**config.mk**
```make
export PLATFORM = sky130hd
export DESIGN_NAME = adc_seq_ctrl
export DESIGN_NICKNAME = d
export VERILOG_FILES = /design/src/rtl/adc_seq_pkg.sv /design/src/rtl/adc_seq_regs.sv /design/src/rtl/adc_seq_trig.sv /design/src/rtl/adc_seq_pwr.sv /design/src/rtl/adc_seq_fsm.sv /design/src/rtl/adc_seq_ctrl.sv
export SDC_FILE = /design/constraint.sdc
export NUM_CORES = 1
export LEC_CHECK = 0
export BUFFER_PORTS_ARGS = -buffer_cell sky130_fd_sc_hd__buf_4
export CORE_UTILIZATION = 44
export CTS_CLUSTER_DIAMETER = 60
export DETAILED_ROUTE_END_ITERATION = 8
export PLACE_DENSITY_LB_ADDON = 0.1
export SLEW_MARGIN = 15
export SYNTH_ARGS = -nofsm -noshare
export SYNTH_HDL_FRONTEND = slang
export SYNTH_SLANG_ARGS = --single-unit
```
**constraint.sdc**
```tcl
create_clock -name clk -period 2.6 [get_ports clk]
set_input_delay 0.26 -clock clk [delete_from_list [all_inputs] [get_ports clk]]
set_output_delay 0.26 -clock clk [all_outputs]
set_load 0.005 [all_outputs]
```
**src/rtl/adc_seq_pkg.sv**
```systemverilog
package adc_seq_pkg;
  typedef enum logic [1:0] {ST_IDLE, ST_ACQ, ST_CONV, ST_DONE} seq_st_e;

  localparam logic [2:0] TRG_PIN   = 3'b000;
  localparam logic [2:0] TRG_TMR1  = 3'b001;
  localparam logic [2:0] TRG_TMR0  = 3'b010;
  localparam logic [2:0] TRG_SWONE = 3'b011;
  localparam logic [2:0] TRG_SWRUN = 3'b100;
  localparam logic [2:0] TRG_LOGIC = 3'b101;

  localparam int MAX_DIV_CODE = 5;

  // control word, bits 12:0 (15:13 not stored)
  typedef struct packed {
    logic [2:0] div;
    logic [1:0] acq;
    logic       go_en;
    logic       on;
    logic       pwr;
    logic [1:0] mode;
    logic [2:0] trig;
  } ctrl_t;

  localparam ctrl_t CTRL_RST = ctrl_t'(13'h0600);
endpackage

```
**src/rtl/adc_seq_regs.sv**
```systemverilog
module adc_seq_regs
  import adc_seq_pkg::*;
#(
  parameter int REG_W  = 16,
  parameter int CH_W   = 5,
  parameter int CH_MAX = 19
) (
  input  logic             clk,
  input  logic             rst,
  input  logic             wr_en,
  input  logic [1:0]       wr_addr,
  input  logic [REG_W-1:0] wr_data,
  input  logic [1:0]       rd_addr,
  input  logic             clr_trig,
  output ctrl_t            ctrl,
  output logic [CH_W-1:0]  pos_ch,
  output logic [CH_W-1:0]  neg_ch,
  output logic [REG_W-1:0] rd_data
);
  localparam int CTRL_W = $bits(ctrl_t);

  logic ch_ok;
  assign ch_ok = (wr_data <= REG_W'(CH_MAX));

  always_ff @(posedge clk) begin
    if (rst) begin
      ctrl    <= CTRL_RST;
      pos_ch  <= '0;
      neg_ch  <= CH_W'(1);
      rd_data <= '0;
    end else begin
      if (clr_trig) ctrl.trig <= TRG_PIN;
      if (wr_en) begin
        case (wr_addr)
          2'd0: begin
            ctrl.trig  <= wr_data[2:0];
            ctrl.pwr   <= wr_data[5];
            ctrl.on    <= wr_data[6];
            ctrl.go_en <= wr_data[7];
            ctrl.acq   <= wr_data[9:8];
            if (wr_data[4:3] != 2'b11) ctrl.mode <= wr_data[4:3];
            if (int'(wr_data[12:10]) <= MAX_DIV_CODE) ctrl.div <= wr_data[12:10];
          end
          2'd1: if (ch_ok) pos_ch <= wr_data[CH_W-1:0];
          2'd2: if (ch_ok) neg_ch <= wr_data[CH_W-1:0];
          default: ;
        endcase
      end
      case (rd_addr)
        2'd0:    rd_data <= {{(REG_W-CTRL_W){1'b0}}, ctrl};
        2'd1:    rd_data <= {{(REG_W-CH_W){1'b0}}, pos_ch};
        2'd2:    rd_data <= {{(REG_W-CH_W){1'b0}}, neg_ch};
        default: rd_data <= '0;
      endcase
    end
  end

  a_r11_div_legal: assert property (@(posedge clk) disable iff (rst)
    int'(ctrl.div) <= MAX_DIV_CODE);
  a_r11_mode_legal: assert property (@(posedge clk) disable iff (rst)
    ctrl.mode != 2'b11);
  a_r11_ch_legal: assert property (@(posedge clk) disable iff (rst)
    (int'(pos_ch) <= CH_MAX) && (int'(neg_ch) <= CH_MAX));
  a_r6_autoclear: assert property (@(posedge clk) disable iff (rst)
    (clr_trig && !(wr_en && wr_addr == 2'd0)) |=> ctrl.trig == TRG_PIN);
endmodule

```
**src/rtl/adc_seq_trig.sv**
```systemverilog
module adc_seq_trig #(
  parameter int N_SRC       = 4,
  parameter int SYNC_STAGES = 2
) (
  input  logic             clk,
  input  logic             rst,
  input  logic [N_SRC-1:0] raw,
  output logic [N_SRC-1:0] rise
);
  logic [N_SRC-1:0] stage [SYNC_STAGES];
  logic [N_SRC-1:0] last;

  genvar g;
  generate
    for (g = 0; g < SYNC_STAGES; g++) begin : g_sync
      always_ff @(posedge clk) begin
        if (rst) stage[g] <= '0;
        else if (g == 0) stage[g] <= raw;
        else stage[g] <= stage[(g == 0) ? 0 : g-1];
      end
    end
  endgenerate

  always_ff @(posedge clk) begin
    if (rst) last <= '0;
    else     last <= stage[SYNC_STAGES-1];
  end

  assign rise = stage[SYNC_STAGES-1] & ~last;
endmodule

```
**src/rtl/adc_seq_pwr.sv**
```systemverilog
module adc_seq_pwr #(
  parameter int PWRUP_CYC = 210
) (
  input  logic clk,
  input  logic rst,
  input  logic pwr_on,
  output logic ready
);
  localparam int CW = $clog2(PWRUP_CYC + 1);
  logic [CW-1:0] cnt;

  always_ff @(posedge clk) begin
    if (rst || !pwr_on)             cnt <= '0;
    else if (cnt != CW'(PWRUP_CYC)) cnt <= cnt + 1'b1;
  end

  assign ready = (cnt == CW'(PWRUP_CYC));

  a_r4_ready_needs_power: assert property (@(posedge clk) disable iff (rst)
    !pwr_on |=> !ready);
endmodule

```
**src/rtl/adc_seq_fsm.sv**
```systemverilog
module adc_seq_fsm
  import adc_seq_pkg::*;
#(
  parameter int DATA_W    = 12,
  parameter int CH_W      = 5,
  parameter int CONV_CLKS = 14
) (
  input  logic              clk,
  input  logic              rst,
  input  ctrl_t             ctrl,
  input  logic [CH_W-1:0]   pos_ch,
  input  logic [CH_W-1:0]   neg_ch,
  input  logic              pwr_ready,
  input  logic [3:0]        rise,
  input  logic [DATA_W-1:0] cnv_data,
  output logic              busy,
  output logic              smp_hold,
  output logic              conv_go,
  output logic              dout_valid,
  output logic [DATA_W-1:0] dout,
  output logic [CH_W-1:0]   cnv_pos,
  output logic [CH_W-1:0]   cnv_neg,
  output logic [1:0]        cnv_mode,
  output logic              clr_trig
);
  localparam int LONGEST = ((CONV_CLKS > 16) ? CONV_CLKS : 16) << MAX_DIV_CODE;
  localparam int CNT_W   = $clog2(LONGEST);
  localparam int LW      = CNT_W + 1;

  seq_st_e          st;
  logic [CNT_W-1:0] cnt, acq_last, conv_last;
  logic             cont_run, act_single;
  logic             abort, edge_hit, sw_req, launch;
  logic [LW-1:0]    acq_len, conv_len;

  assign abort  = !ctrl.on || !ctrl.pwr;
  assign sw_req = (ctrl.trig == TRG_SWONE) || (ctrl.trig == TRG_SWRUN);

  always_comb begin
    case (ctrl.trig)
      TRG_PIN:   edge_hit = rise[0];
      TRG_TMR1:  edge_hit = rise[1];
      TRG_TMR0:  edge_hit = rise[2];
      TRG_LOGIC: edge_hit = rise[3];
      default:   edge_hit = 1'b0;
    endcase
  end

  assign launch = (st == ST_IDLE) && !abort && pwr_ready &&
                  ((ctrl.go_en && (edge_hit || sw_req)) ||
                   (cont_run && ctrl.trig == TRG_SWRUN));

  assign acq_len  = (LW'(2) << ctrl.acq) << ctrl.div;
  assign conv_len = LW'(CONV_CLKS) << ctrl.div;

  always_ff @(posedge clk) begin
    if (rst) begin
      st         <= ST_IDLE;
      cnt        <= '0;
      acq_last   <= '0;
      conv_last  <= '0;
      cont_run   <= 1'b0;
      act_single <= 1'b0;
      dout       <= '0;
      cnv_pos    <= '0;
      cnv_neg    <= CH_W'(1);
      cnv_mode   <= '0;
    end else if (abort) begin
      st       <= ST_IDLE;
      cnt      <= '0;
      cont_run <= 1'b0;
    end else begin
      case (st)
        ST_IDLE: begin
          if (launch) begin
            st         <= ST_ACQ;
            cnt        <= '0;
            acq_last   <= CNT_W'(acq_len - 1'b1);
            conv_last  <= CNT_W'(conv_len - 1'b1);
            cnv_pos    <= pos_ch;
            cnv_neg    <= neg_ch;
            cnv_mode   <= ctrl.mode;
            act_single <= (ctrl.trig == TRG_SWONE);
            cont_run   <= (ctrl.trig == TRG_SWRUN);
          end else if (ctrl.trig != TRG_SWRUN) begin
            cont_run <= 1'b0;
          end
        end
        ST_ACQ: begin
          if (cnt == acq_last) begin
            st  <= ST_CONV;
            cnt <= '0;
          end else cnt <= cnt + 1'b1;
        end
        ST_CONV: begin
          if (cnt == conv_last) begin
            st   <= ST_DONE;
            cnt  <= '0;
            dout <= cnv_data;
          end else cnt <= cnt + 1'b1;
        end
        default: st <= ST_IDLE;
      endcase
    end
  end

  assign busy       = (st != ST_IDLE);
  assign smp_hold   = (st == ST_ACQ);
  assign conv_go    = (st == ST_CONV);
  assign dout_valid = (st == ST_DONE);
  assign clr_trig   = (st == ST_DONE) && act_single;

  a_r2_valid_pulse: assert property (@(posedge clk) disable iff (rst)
    dout_valid |=> !dout_valid);
  a_r2_acq_before_conv: assert property (@(posedge clk) disable iff (rst)
    $rose(conv_go) |-> $past(smp_hold));
  a_r4_launch_powered: assert property (@(posedge clk) disable iff (rst)
    $rose(busy) |-> $past(pwr_ready));
  a_r3_go_gate: assert property (@(posedge clk) disable iff (rst)
    $rose(busy) |-> ($past(ctrl.go_en) || $past(cont_run)));
  a_r9_abort: assert property (@(posedge clk) disable iff (rst)
    !ctrl.on |=> !busy);
  a_r10_hold_channel: assert property (@(posedge clk) disable iff (rst)
    (busy && $past(busy)) |-> $stable(cnv_pos));
endmodule

```
**src/rtl/adc_seq_ctrl.sv**
```systemverilog
module adc_seq_ctrl
  import adc_seq_pkg::*;
#(
  parameter int REG_W       = 16,
  parameter int DATA_W      = 12,
  parameter int CH_W        = 5,
  parameter int CH_MAX      = 19,
  parameter int CONV_CLKS   = 14,
  parameter int PWRUP_CYC   = 210,
  parameter int SYNC_STAGES = 2
) (
  input  logic              clk,
  input  logic              rst,
  input  logic              wr_en,
  input  logic [1:0]        wr_addr,
  input  logic [REG_W-1:0]  wr_data,
  input  logic [1:0]        rd_addr,
  output logic [REG_W-1:0]  rd_data,
  input  logic              start_pin,
  input  logic              tmr1_pulse,
  input  logic              tmr0_pulse,
  input  logic              pla_trig,
  input  logic [DATA_W-1:0] cnv_data,
  output logic              busy,
  output logic              smp_hold,
  output logic              conv_go,
  output logic [CH_W-1:0]   cnv_pos,
  output logic [CH_W-1:0]   cnv_neg,
  output logic [1:0]        cnv_mode,
  output logic              dout_valid,
  output logic [DATA_W-1:0] dout
);
  ctrl_t           ctrl;
  logic [CH_W-1:0] pos_ch, neg_ch;
  logic            clr_trig, pwr_ready;
  logic [3:0]      rise;

  adc_seq_regs #(.REG_W(REG_W), .CH_W(CH_W), .CH_MAX(CH_MAX)) u_regs (
    .clk(clk), .rst(rst), .wr_en(wr_en), .wr_addr(wr_addr), .wr_data(wr_data),
    .rd_addr(rd_addr), .clr_trig(clr_trig), .ctrl(ctrl), .pos_ch(pos_ch),
    .neg_ch(neg_ch), .rd_data(rd_data));

  adc_seq_trig #(.N_SRC(4), .SYNC_STAGES(SYNC_STAGES)) u_trig (
    .clk(clk), .rst(rst), .raw({pla_trig, tmr0_pulse, tmr1_pulse, start_pin}),
    .rise(rise));

  adc_seq_pwr #(.PWRUP_CYC(PWRUP_CYC)) u_pwr (
    .clk(clk), .rst(rst), .pwr_on(ctrl.pwr), .ready(pwr_ready));

  adc_seq_fsm #(.DATA_W(DATA_W), .CH_W(CH_W), .CONV_CLKS(CONV_CLKS)) u_fsm (
    .clk(clk), .rst(rst), .ctrl(ctrl), .pos_ch(pos_ch), .neg_ch(neg_ch),
    .pwr_ready(pwr_ready), .rise(rise), .cnv_data(cnv_data), .busy(busy),
    .smp_hold(smp_hold), .conv_go(conv_go), .dout_valid(dout_valid),
    .dout(dout), .cnv_pos(cnv_pos), .cnv_neg(cnv_neg), .cnv_mode(cnv_mode),
    .clr_trig(clr_trig));
endmodule

```
## Word level (Yosys, flattened, before mapping)

Memories as Yosys holds them, arrays and structs flattened.
Index checks and enable logic that the tools add are counted.

| cells by class | value |
|---|---|
| bitwise gates (word level) | 5 |
| mux-type cells | 20 |
| divide/modulo/power cells | 0 |
| add/sub/neg operators | 4 |
| magnitude comparators | 2 |
| shifts and indexed selects | 3 |
| eq/ne operators | 21 |
| $mul | 0 |
| reduce and logical (&&, ||, !) cells | 32 |

Operators by type and width:

| cell | count |
|---|---|
| 13-bit one-hot mux with 3 select lines | 1 |
| 9-bit two-way mux | 3 |
| 9-bit one-hot mux with 3 select lines | 1 |
| 3-bit AND reduction | 7 |
| 9-bit == test | 2 |
| 9-bit by 1-bit subtractor with 9-bit output, second input constant | 2 |
| 16-bit by 5-bit less-or-equal comparator with 1-bit output, second input constant | 1 |
| 10-bit by 3-bit << shifter with 9-bit output | 1 |
| 2-bit by 2-bit << shifter with 10-bit output, first input constant | 1 |
| 9-bit by 1-bit adder with 9-bit output, second input constant | 1 |
| 3-bit two-way mux | 3 |
| 4-bit by 3-bit << shifter with 9-bit output, first input constant | 1 |
| 8-bit by 1-bit adder with 8-bit output, second input constant | 1 |
| 2-bit == test, second input constant | 4 |
| 8-bit == test, second input constant | 1 |
| 4-bit two-way mux | 2 |
| 8-bit != test, second input constant | 1 |
| 2-bit by 1-bit == test with 1-bit output, second input constant | 3 |
| 3-bit by 2-bit == test with 1-bit output, second input constant | 2 |
| 3-bit == test, second input constant | 2 |
| 1-bit logical AND | 6 |
| 2-bit zero test | 3 |
| 2-bit two-way mux | 3 |
| 2-bit by 1-bit != test with 1-bit output, second input constant | 3 |
| 18 further kinds | 32 |

| word-level totals | value |
|---|---|
| memories | 1 |
| word-level logic and storage cells | 110 |
| RAM bits | 8 |
| memory bits (read-only) | 0 |
| register bits after elaboration | 106 |
| bits in latches | 0 |
| output and inout bits | 44 |
| input port bits | 39 |

Memories:

| name | depth | bits a word | read ports | clocked after memory_dff | write ports | line | RTL |
|---|---|---|---|---|---|---|---|
| u_trig.stage | 2 | 4 | 2 | 0 | 2 | adc_seq_trig.sv:10 | `logic [N_SRC-1:0] stage [SYNC_STAGES];` |

## Longest topological paths before layout

Gate-level depths: netlist of the first run.

| logic depth | value |
|---|---|
| word-level depth | 9 |
| depth in mapped cells | 12 |
| gate-level depth less buffers | 10 |

## Modules after synthesis

A second synthesis of the first run with hierarchy kept.

| unflattened totals | value |
|---|---|
| cell total of the unflattened synthesis | 538 |
| area total of the unflattened synthesis | 4,966.0 um2 |

By module, submodules not included:

| module | cells an instance | area each (um2) | instances | sequential area each (um2) |
|---|---|---|---|---|
| adc_seq_fsm | 310 | 2,742.6 | 1 | 1,081.0 |
| adc_seq_regs | 157 | 1,428.9 | 1 | 720.7 |
| adc_seq_pwr | 42 | 402.9 | 1 | 160.2 |
| adc_seq_trig | 29 | 391.6 | 1 | 240.2 |

## Worst setup path after synthesis of the first run

No wires, ideal clock.

| path | value |
|---|---|
| path kind | register to register |
| from | reg u_regs.ctrl[10] (netlist name) |
| to | reg u_fsm.acq_last[7] |
| buffers on the path | 2 |
| setup slack | 0.148 ns |
| required time | 2.514 ns |
| cell stages (with the launch flop) | 12 |
| clock period less this slack | 2.452 ns |
| data arrival time | 2.366 ns |
| library setup time | 0.086 ns |
| cell sequence | dfxtp_1 > clkbuf_1 > xnor2_1 > or3_1 > ha_1 > clkbuf_1 > nor3b_1 > mux2i_1 > o22a_1 > nor2_1 > a221oi_1 > a211oi_1 |

| between the ends | value |
|---|---|
| cells in the longest elaborated chain, start to end | 2 |

Ends and longest elaborated chain:

| what | line | RTL |
|---|---|---|
| 10-bit by 3-bit << shifter with 9-bit output | adc_seq_fsm.sv:53 | `assign acq_len = (LW'(2) << ctrl.acq) << ctrl.div;` |
| 9-bit by 1-bit subtractor with 9-bit output | adc_seq_fsm.sv:78 | `acq_last <= CNT_W'(acq_len - 1'b1);` |
| end signal, assigned | adc_seq_fsm.sv:78 |  |
| end, declared | adc_seq_fsm.sv:31 | `logic [CNT_W-1:0] cnt, acq_last, conv_last;` |

No other way between the ends.
A chain may end at the register's enable or synchronous reset.

## Worst setup path after layout of the first run

| path | value |
|---|---|
| from | reg u_regs.ctrl[11] (netlist name) |
| to | reg u_fsm.acq_last[5] |

| between the ends | value |
|---|---|
| cells in the longest elaborated chain, start to end | 2 |

Ends and longest elaborated chain:

| what | line |
|---|---|
| 10-bit by 3-bit << shifter with 9-bit output | adc_seq_fsm.sv:53 |
| 9-bit by 1-bit subtractor with 9-bit output | adc_seq_fsm.sv:78 |

No other way between the ends.

==> qor.yml, run 1 <==
min_path:
  worstHoldPathType: "input port to register"
synthesis:
  ys_ff_latch: 110
  syn_area_per_cell_sq_um: 8.92
  synth_ff_type: "dfxtp_1"
  ys_seq_area_share_pct: 45.0
  ys_top_cells_by_count: "dfxtp_1 (110), nor2_1 (90), mux2i_1 (42), nand2_1 (40), clkbuf_1 (29)"
  ys_warn_count: 0
  synthCells: 549
  yosysTopAreaCellShare_pct: 45.0
  synth_cell_types: 53
  async_reset_ff_share_pct: 0
  synthTopCellsByArea: "dfxtp_1 (45%), mux2i_1 (8.6%), nor2_1 (6.9%), xor2_1 (3.9%), nand2_1 (3.1%)"
  netlist_area_sq_um: 4900
  yosysTopAreaCell: "dfxtp_1"
  synth_edf_count: 0
  synth.most_common_cell: "dfxtp_1"
worst_setup_path:
  r2r_setup_slack_ns: 0.16
  criticalPathCategory: "register to register"
  cp_max_fo: 12
  max_stage_delay_ns: 0.36
  crit_required_ns: 2.89
  endpoint_kind: "register"
  crit_chain: "or2_2 -> or3_1 -> ha_1 -> nor3b_1 -> mux2i_1 -> o221ai_1 -> a21oi_1 -> a311oi_1"
  cp_slowest_cell: "or3_1"
  path_delay_family: "simple AND/OR/NAND/NOR gates"
  startpoint_type: "register"
  worst-path-buf-inv: 0
  cp.arrival_ns: 2.73
global_route:
  gr-usage-all-layers_pct: 19.4
  grt_max_degree: 84
  grt_pass1_wl_um: 17600
  grt_pass1_vias: 3624
  overflow: 0
  grt_antenna_before_repair: 0
pwr:
  power_frac_comb_pct: 6.4
  p_clk_share_pct: 34.5
  p_seq_share_pct: 59.0
  ir_worst_vdd_uv: 357
  p_leak_nw: 2.34
  power_density_nw_per_um2: 500
  switchingPower_mw: 0.734
  total_power_mw: 2.90
  p_sw_share_pct: 25.3
  internal_power_mw: 2.17
cts:
  clock-sinks: 110
  clk_pin_slew_ns: 0.11
  clockBufferDepth: 2
  htree_levels: 3
  worstSkewPairLatency_ns: 0.38
  tritoncts: "done"
  numCtsBuffers: 9
  ctsRootBufferMaster: "clkbuf_8"
sta:
  max_slew.worst_pin.slew_ns: 0.839
  fin_crit_ns: 2.44
  relSlewSlack_pct: 44.1
  rsz0062_at_grt: "yes"
  period_share_pct: 93.8
  fmax_mhz: 410
  setup_viol: 0
  hold_slack_ns: 0.0823
  hold_violations: 0
  maxSlewViolCount: 0
  skew_ns: 0.0105
route:
  viasPerCell: 5.16
  drt.antenna.violating_nets: 0
  wirelength_um: 10400
  drtPass1Iterations: 4
  route.detailed.drc: 0
  vias: 3916
  drt_iter0_drc: 122
  wl_per_cell_um: 13.8
layout:
  antenna_cells: 0
  syn_to_final_growth_pct: 18.5
  nFillCells: 1063
  drive_gt1_share_pct: 20.4
  nNetsFinal: 662
die:
  io_pins: 83
  coreArea_sq_um: 10800
  chipWidth_um: 108
  die_y_um: 108
  dieArea_sq_um: 11600
  initial_core_util_pct: 45.2
  rows: 38
run_status:
  status: "finished clean"
place:
  dp_hpwl_um: 7450
  finalWeightedCongestion: 0.757
  io_buffers: 79
job:
  cap_violations: 0
==> worst reg2reg max path: stages, from the launching register on <==
cell	delay, ns
dfxtp_1	0.32
or2_2	0.31
or3_1	0.36
ha_1	0.34
nor3b_1	0.31
mux2i_1	0.14
o221ai_1	0.22
a21oi_1	0.10
a311oi_1	0.26
==> layout by cell type, fill, tap and decap left out, types with 2 or more instances in the layout <==
master and n:
dfxtp_1 109, buf_4 93, nor2_1 90, mux2i_1 42
nand2_1 40, a21oi_1 25, xor2_1 22, nor2b_1 19
nand3_1 19, inv_1 12, nor3_1 12, a211oi_1 11
and2_1 9, ha_1 9, clkbuf_8 9, xnor2_1 8
o21ai_0 8, nand2b_1 7, a31oi_1 7, nor4_1 6
o32ai_2 6, or2_2 4, nand4_1 4, and3_1 3
nor3b_1 3, a211o_1 3, conb_1 3, inv_8 3
and4b_1 2, or3b_1 2, a22o_1 2, a311oi_1 2
inv_6 2
==> metal layers <==
metal | vias up | track usage, % | routed length [um]
li1 | 2002 | - | -
met1 | 1834 | 24.4 | 4820
met2 | 70 | 32.9 | 5120
met3 | 10 | 4.48 | 385
met4 | 0 | 5.28 | 115
met5 | - | 0 | 0
==> cell type report <==
type                            instances  area, sq um  share of cell area, %
Clock buffer                           10          128                   2.20
Clock inverter                          6         60.1                   1.04
Inverter                               12         45.0                  0.776
Multi-Input combinational cell        387         2470                   42.6
Sequential cell                       110         2200                   38.0
Tap cell                              140          175                   3.02
Timing Repair Buffer                   94          718                   12.4
==> power by group through the flow <==
stage	combinational (mW)	sequential [mW]	clock [mW]
finish	0.187	1.71	1.00
floorplan	0.108	1.75	0
global route	0.208	1.72	1.11
global placement	0.184	1.75	0
detailed placement	0.187	1.75	0
CTS	0.188	1.71	1.04
==> flip-flops by register name (all words and copies together), names as in the netlist, 8 cells and up <==
name / cells
u_fsm.conv_last: 9
u_fsm.dout: 12
u_fsm.acq_last: 8
u_fsm.cnt: 9
u_trig.stage: 8
u_regs.rd_data: 13
u_regs.ctrl: 13
u_pwr.cnt: 8
==> cells by family (layout without fill, tap and decap cells) <==
| logic type | Yosys count | after routing | synth area share (%) |
|---|---|---|---|
| other cells | 1 | 3 | 0.0766 |
| compound gates | 77 | 77 | 11.9 |
| mux | 42 | 42 | 8.58 |
| flops | 110 | 110 | 45.0 |
| xor+xnor | 30 | 30 | 5.37 |
| buf+inv | 54 | 122 | 4.73 |
| fa+ha+maj | 9 | 9 | 2.30 |
| simple gates | 226 | 226 | 22.1 |
==> timing repair <==
action | CTS | global route
hold buffers | 0 | 0
gates resized for setup | 0 | 1
buffers inserted | 0 | 0
endpoints found under the setup margin | 0 | 2
==> stage by stage <==
step | cell area (sq um) | worst slack, ns | setup TNS [ns] | instances | utilization, %
detailed placement | 5610 | 0.185 | 0 | 743 | 51.8
floorplan | 4900 | 0.148 | 0 | 551 | -
CTS | 5800 | 0.157 | 0 | 759 | 53.5
global placement | 5610 | 0.325 | 0 | 743 | 51.8
finish | 5800 | 0.160 | 0 | 759 | 53.5
global route | 5800 | -0.0272 | -0.0463 | 759 | 53.5
==> worst paths after layout <==
kind,startpoint,to,depth (start not counted)
worst min register to register,u_trig.stage[0][2]$_SDFF_PP0_,u_trig.stage[1][2]$_SDFF_PP0_,1
worst max-delay path,u_regs.ctrl[11]$_SDFFE_PP0P_,u_fsm.acq_last[5]$_SDFFE_PP0P_,8
worst min-delay path,pla_trig,u_trig.stage[0][3]$_SDFF_PP0_,2
worst max register to register,u_regs.ctrl[11]$_SDFFE_PP0P_,u_fsm.acq_last[5]$_SDFFE_PP0P_,8
Power figures use the tool's default switching activity.
==> run 2: changes to the inputs <==
--- a/config.mk
+++ b/config.mk
@@ -10,6 +10,7 @@
 export CTS_CLUSTER_DIAMETER = 60
 export DETAILED_ROUTE_END_ITERATION = 8
 export PLACE_DENSITY_LB_ADDON = 0.1
+export SETUP_SLACK_MARGIN = 0.4
 export SLEW_MARGIN = 15
 export SYNTH_ARGS = -nofsm -noshare
 export SYNTH_HDL_FRONTEND = slang
==> run 2 against run 1 <==
Register-to-register slack better by 0.24 ns. Clock-buffer cell count is 1 higher. Worst setup slack better by 0.24 ns. Combinational power is 5% higher. Sequential cell count stayed put. Clock power is 4% higher. Sequential share of layout area is 0.55 points lower. First-iteration DRC count is 11% lower.
==> qor.yml, run 2 (same netlist as run 1, synthesis figures left out) <==
run_status:
  status: "finished clean"
place:
  io_buffers: 79
  place_inst: 740
  post-place-ws_ns: 0.181
  dp_hpwl_um: 7420
  finalWeightedCongestion: 0.798
sta:
  maxSlewViolCount: 0
  fmax_mhz: 456
  setup_viol: 0
  skew_ns: 0.0122
  fin_crit_ns: 2.20
  period_share_pct: 84.4
  relSlewSlack_pct: 43.4
  hold_slack_ns: 0.0783
  rsz0062_at_grt: "yes"
  max_slew.worst_pin.slew_ns: 0.848
  setup_tns_ns: 0
  hold_violations: 0
  finalWorstSetupSlack_ns: 0.405
global_route:
  grt_max_degree: 84
  grt_pass1_vias: 3694
  gr-usage-all-layers_pct: 19.6
  grt_antenna_before_repair: 0
  grt_pass1_wl_um: 17500
  overflow: 0
cts:
  htree_levels: 3
  tritoncts: "done"
  worstSkewPairLatency_ns: 0.39
  ctsRootBufferMaster: "clkbuf_8"
  numCtsBuffers: 9
  clock-sinks: 110
  clk_pin_slew_ns: 0.11
  clockBufferDepth: 2
min_path:
  min_delay_path_depth: 2
  holdPathEnd: "u_trig.stage[0][0]$_SDFF_PP0_"
  worstHoldPathType: "input port to register"
  hp-start: "start_pin"
worst_setup_path:
  cp.arrival_ns: 2.50
  r2r_setup_slack_ns: 0.40
  worstRegToRegCells: 6
  cp_max_fo: 8
  crit_required_ns: 2.91
  criticalPathCategory: "register to register"
  startpoint_type: "register"
  r2r-start: "u_regs.ctrl[0]$_SDFF_PP0_"
  r2r-end: "u_fsm.cnt[5]$_SDFFE_PP0P_"
  endpoint_kind: "register"
route:
  wirelength_um: 10600
  drt_iter0_drc: 109
  drt.antenna.violating_nets: 0
  viasPerCell: 5.12
  drtPass1Iterations: 4
  route.detailed.drc: 0
  wl_per_cell_um: 13.9
  vias: 3914
die:
  rows: 38
  coreArea_sq_um: 10800
  chipWidth_um: 108
  initial_core_util_pct: 45.2
  io_pins: 83
  die_y_um: 108
  dieArea_sq_um: 11600
layout:
  nNetsFinal: 667
  top_regs: "u_regs.ctrl: 13 flops, u_regs.rd_data: 13 flops, u_fsm.dout: 12 flops"
  mostFrequentLayoutCell: "dfxtp_1"
  antenna_cells: 0
  nFillCells: 1021
  syn_to_final_growth_pct: 21.1
  final_cells: 764
  drive_gt1_share_pct: 23.6
  final_cell_mix: "dfxtp_1 (104), buf_4 (97), nor2_1 (89)"
pwr:
  total_power_mw: 2.95
  power_density_nw_per_um2: 498
  power_frac_comb_pct: 6.6
  switchingPower_mw: 0.699
  p_seq_share_pct: 58.0
  ir_worst_vdd_uv: 461
  p_clk_share_pct: 35.3
  p_sw_share_pct: 23.7
  p_leak_nw: 2.40
  internal_power_mw: 2.25
job:
  cap_violations: 0
[run 2: cell types whose count changed in the layout (fill, tap and decap cells not counted), sizes merged]
cell / before / now
bufinv: 0 / 1
buf: 94 / 99
clkbuf: 10 / 11
inv: 17 / 15
[run 2: worst max-delay path: stages (launching register included)]
cell and delay, ns:
dfxtp_4 0.37, or3b_4 0.38, a221oi_4 0.28, o2111a_1 0.28
o21bai_2 0.08, or3b_4 0.48, o32ai_2 0.25
[run 2: through the flow]
stage	utilization, %	cell area (sq um)
after floorplan	-	4950
after global placement	51.7	5600
after detailed placement	51.7	5600
after CTS	53.7	5820
after global routing	54.7	5930
final	54.7	5930
[run 2: what timing repair did]
item	CTS	global route
hold buffers	0	0
setup endpoints to repair	9	23
gates cloned	0	0
pin swaps	3	14
buffers inserted	1	7
resized for setup	7	18
[run 2: worst max-delay path by stage]
stage,from,endpoint,cells after the start
after floorplan,u_regs.ctrl[11]$_SDFFE_PP0P_,u_fsm.acq_last[5]$_SDFFE_PP0P_,10
after global placement,u_pwr.cnt[0]$_SDFFE_PP0P_,u_fsm.cnt[7]$_SDFFE_PP0P_,8
after detailed placement,u_pwr.cnt[0]$_SDFFE_PP0P_,u_fsm.cnt[7]$_SDFFE_PP0P_,8
after CTS,u_regs.ctrl[0]$_SDFF_PP0_,u_fsm.cnt[7]$_SDFFE_PP0P_,6
after global routing,u_regs.ctrl[0]$_SDFF_PP0_,u_fsm.cnt[3]$_SDFFE_PP0P_,6
final,u_regs.ctrl[0]$_SDFF_PP0_,u_fsm.cnt[5]$_SDFFE_PP0P_,6
[run 2: power by group through the flow]
stage               logic, mW  clock network (mW)  registers, mW
floorplan               0.112                   0           1.75
global placement        0.180                   0           1.75
detailed placement      0.182                   0           1.76
CTS                     0.183                1.09           1.72
global route            0.217                1.14           1.72
finish                  0.196                1.04           1.71
[run 2: layout make-up]
| class | count | area [sq um] | area share, % |
|---|---|---|---|
| Sequential cell | 110 | 2220 | 37.4 |
| Tap cell | 140 | 175 | 2.95 |
| Clock buffer | 11 | 131 | 2.22 |
| Inverter | 12 | 45.0 | 0.759 |
| Multi-Input combinational cell | 387 | 2530 | 42.7 |
| Clock inverter | 5 | 65.1 | 1.10 |
| Timing Repair Buffer | 99 | 759 | 12.8 |
[run 2: routing by layer]
metal / global-route usage (%) / share of wire [%] / vias up
met4: 5.38 / 1.0 / 0
met5: 0 / 0 / -
li1: - / - / 2001
met3: 5.75 / 3.5 / 10
met2: 33.2 / 49 / 58
met1: 24.0 / 46 / 1845
==> run 3: changes to the inputs <==
==> constraint.sdc (replaced) <==
create_clock -name clk -period 1.8 [get_ports clk]
set_input_delay 0.18 -clock clk [delete_from_list [all_inputs] [get_ports clk]]
set_output_delay 0.18 -clock clk [all_outputs]
set_load 0.005 [all_outputs]
==> run 3 against run 2 <==
Worst setup slack lost 0.76 ns. Non-clock buffer count grew 69. Maximum frequency grew 1.9%. The run now ends with setup timing left. Via count grew 9.7%. Critical path depth grew 1. Total power grew 44%. Clock skew grew 0.0029 ns.
==> qor.yml, run 3 (same netlist as run 1, synthesis figures left out) <==
sta:
  setup_tns_ns: -12.96
  hold_violations: 0
  period_share_pct: 120
  rsz0062_at_grt: "yes"
  setup_viol: 54
  finalWorstSetupSlack_ns: -0.354
  fmax_mhz: 464
  hold_slack_ns: 0.0112
  maxSlewViolCount: 0
  skew_ns: 0.0151
  fin_crit_ns: 2.15
  relSlewSlack_pct: 59.5
  max_slew.worst_pin.slew_ns: 0.607
worst_setup_path:
  crit_required_ns: 2.10
  r2r-start: "u_regs.ctrl[0]$_SDFF_PP0_"
  criticalPathCategory: "register to register"
  cp.arrival_ns: 2.45
  endpoint_kind: "register"
  r2r_setup_slack_ns: -0.35
  cp_max_fo: 8
  crit_start: "u_regs.ctrl[0]$_SDFF_PP0_"
  startpoint_type: "register"
global_route:
  grt_pass1_wl_um: 19900
  grt_max_degree: 61
  overflow: 0
  grt_pass1_vias: 4108
  grt_antenna_before_repair: 0
  gr-usage-all-layers_pct: 22.0
place:
  post_dp_cell_area_sq_um: 6110
  io_buffers: 79
  dp_hpwl_um: 8220
  place_inst: 792
  finalWeightedCongestion: 0.811
route:
  drtPass1Iterations: 6
  wirelength_um: 12300
  route.detailed.drc: 0
  vias: 4292
  viasPerCell: 5.15
  wl_per_cell_um: 14.8
  drt_iter0_drc: 139
  drt.antenna.violating_nets: 0
cts:
  clk_pin_slew_ns: 0.11
  htree_levels: 3
  tritoncts: "done"
  worstSkewPairLatency_ns: 0.39
  clock-sinks: 110
  numCtsBuffers: 9
  ctsRootBufferMaster: "clkbuf_8"
  clockBufferDepth: 2
die:
  rows: 38
  coreArea_sq_um: 10800
  dieArea_sq_um: 11600
  initial_core_util_pct: 45.2
  die_y_um: 108
  io_pins: 83
  chipWidth_um: 108
pwr:
  ir_worst_vdd_uv: 547
  power_density_nw_per_um2: 602
  p_leak_nw: 2.88
  total_power_mw: 4.24
layout:
  post-route-cell-area_sq_um: 7040
  nNetsFinal: 736
  nFillCells: 878
  final_cell_mix: "buf_4 (133), dfxtp_1 (99), nor2_1 (83)"
  syn_to_final_growth_pct: 43.8
  antenna_cells: 0
  top_regs: "u_regs.ctrl: 13 flops, u_regs.rd_data: 13 flops, u_fsm.dout: 12 flops"
  drive_gt1_share_pct: 38.8
  final_cells: 833
  mostFrequentLayoutCell: "buf_4"
run_status:
  violations: "setup timing"
  status: "complete, but fails checks"
job:
  cap_violations: 0
min_path:
  hp-start: "wr_data[9]"
  worstHoldPathType: "input port to register"
run 3: worst paths after layout:
kind                                                 endpoint  cells after the start
worst min-delay path              u_regs.ctrl[9]$_SDFFE_PP1P_                      2
worst min register to register  u_trig.stage[1][2]$_SDFF_PP0_                      1
worst max register to register      u_fsm.cnt[2]$_SDFFE_PP0P_                      7
worst max-delay path                u_fsm.cnt[2]$_SDFFE_PP0P_                      7
run 3: power breakdown:
group          switching (mW)  total [mW]  internal [mW]
sequential             0.0115        2.47           2.45
combinational           0.174       0.334          0.160
clock                   0.884        1.44          0.559
total                    1.07        4.24           3.17
run 3: worst max-delay path: stages (launching register included):
cell and delay, ns:
dfxtp_4 0.36, or3b_1 0.38, a221oi_2 0.26, o2111a_1 0.23
o21bai_1 0.08, or3b_1 0.38, buf_6 0.17, o311ai_2 0.20
run 3: metal layers:
metal  vias up  track usage (%)  wire length [um]
met4         0             8.41               182
met3        14             3.45               409
met1      2048             29.0              5850
met5         -                0                 0
met2        77             36.1              5890
li1       2153                -                 -
run 3: through the flow:
stage | util, % | setup slack (ns)
floorplan | - | -0.336
detailed placement | 56.4 | -0.355
global placement | 56.4 | -0.322
global route | 65.0 | -0.458
finish | 65.0 | -0.354
CTS | 63.1 | -0.358
run 3: area by class of cell:
cell class,instances,area [sq um],share of cell area (%)
clock inverters,5,40.0,0.568
clock buffers,11,141,2.01
repair buffers,168,1530,21.7
well taps,140,175,2.49
multi-input cells,387,2890,41.0
flip-flops and latches,110,2220,31.6
inverters,12,47.5,0.675
run 3: what timing repair did:
| item | in CTS | in global routing |
|---|---|---|
| pin swaps | 23 | 24 |
| buffers inserted | 13 | 4 |
| gates cloned | 5 | 0 |
| hold buffers | 3 | 0 |
| setup endpoints to repair | 62 | 72 |
| gates resized for setup | 63 | 39 |
| endpoints found under the hold margin | 3 | 0 |
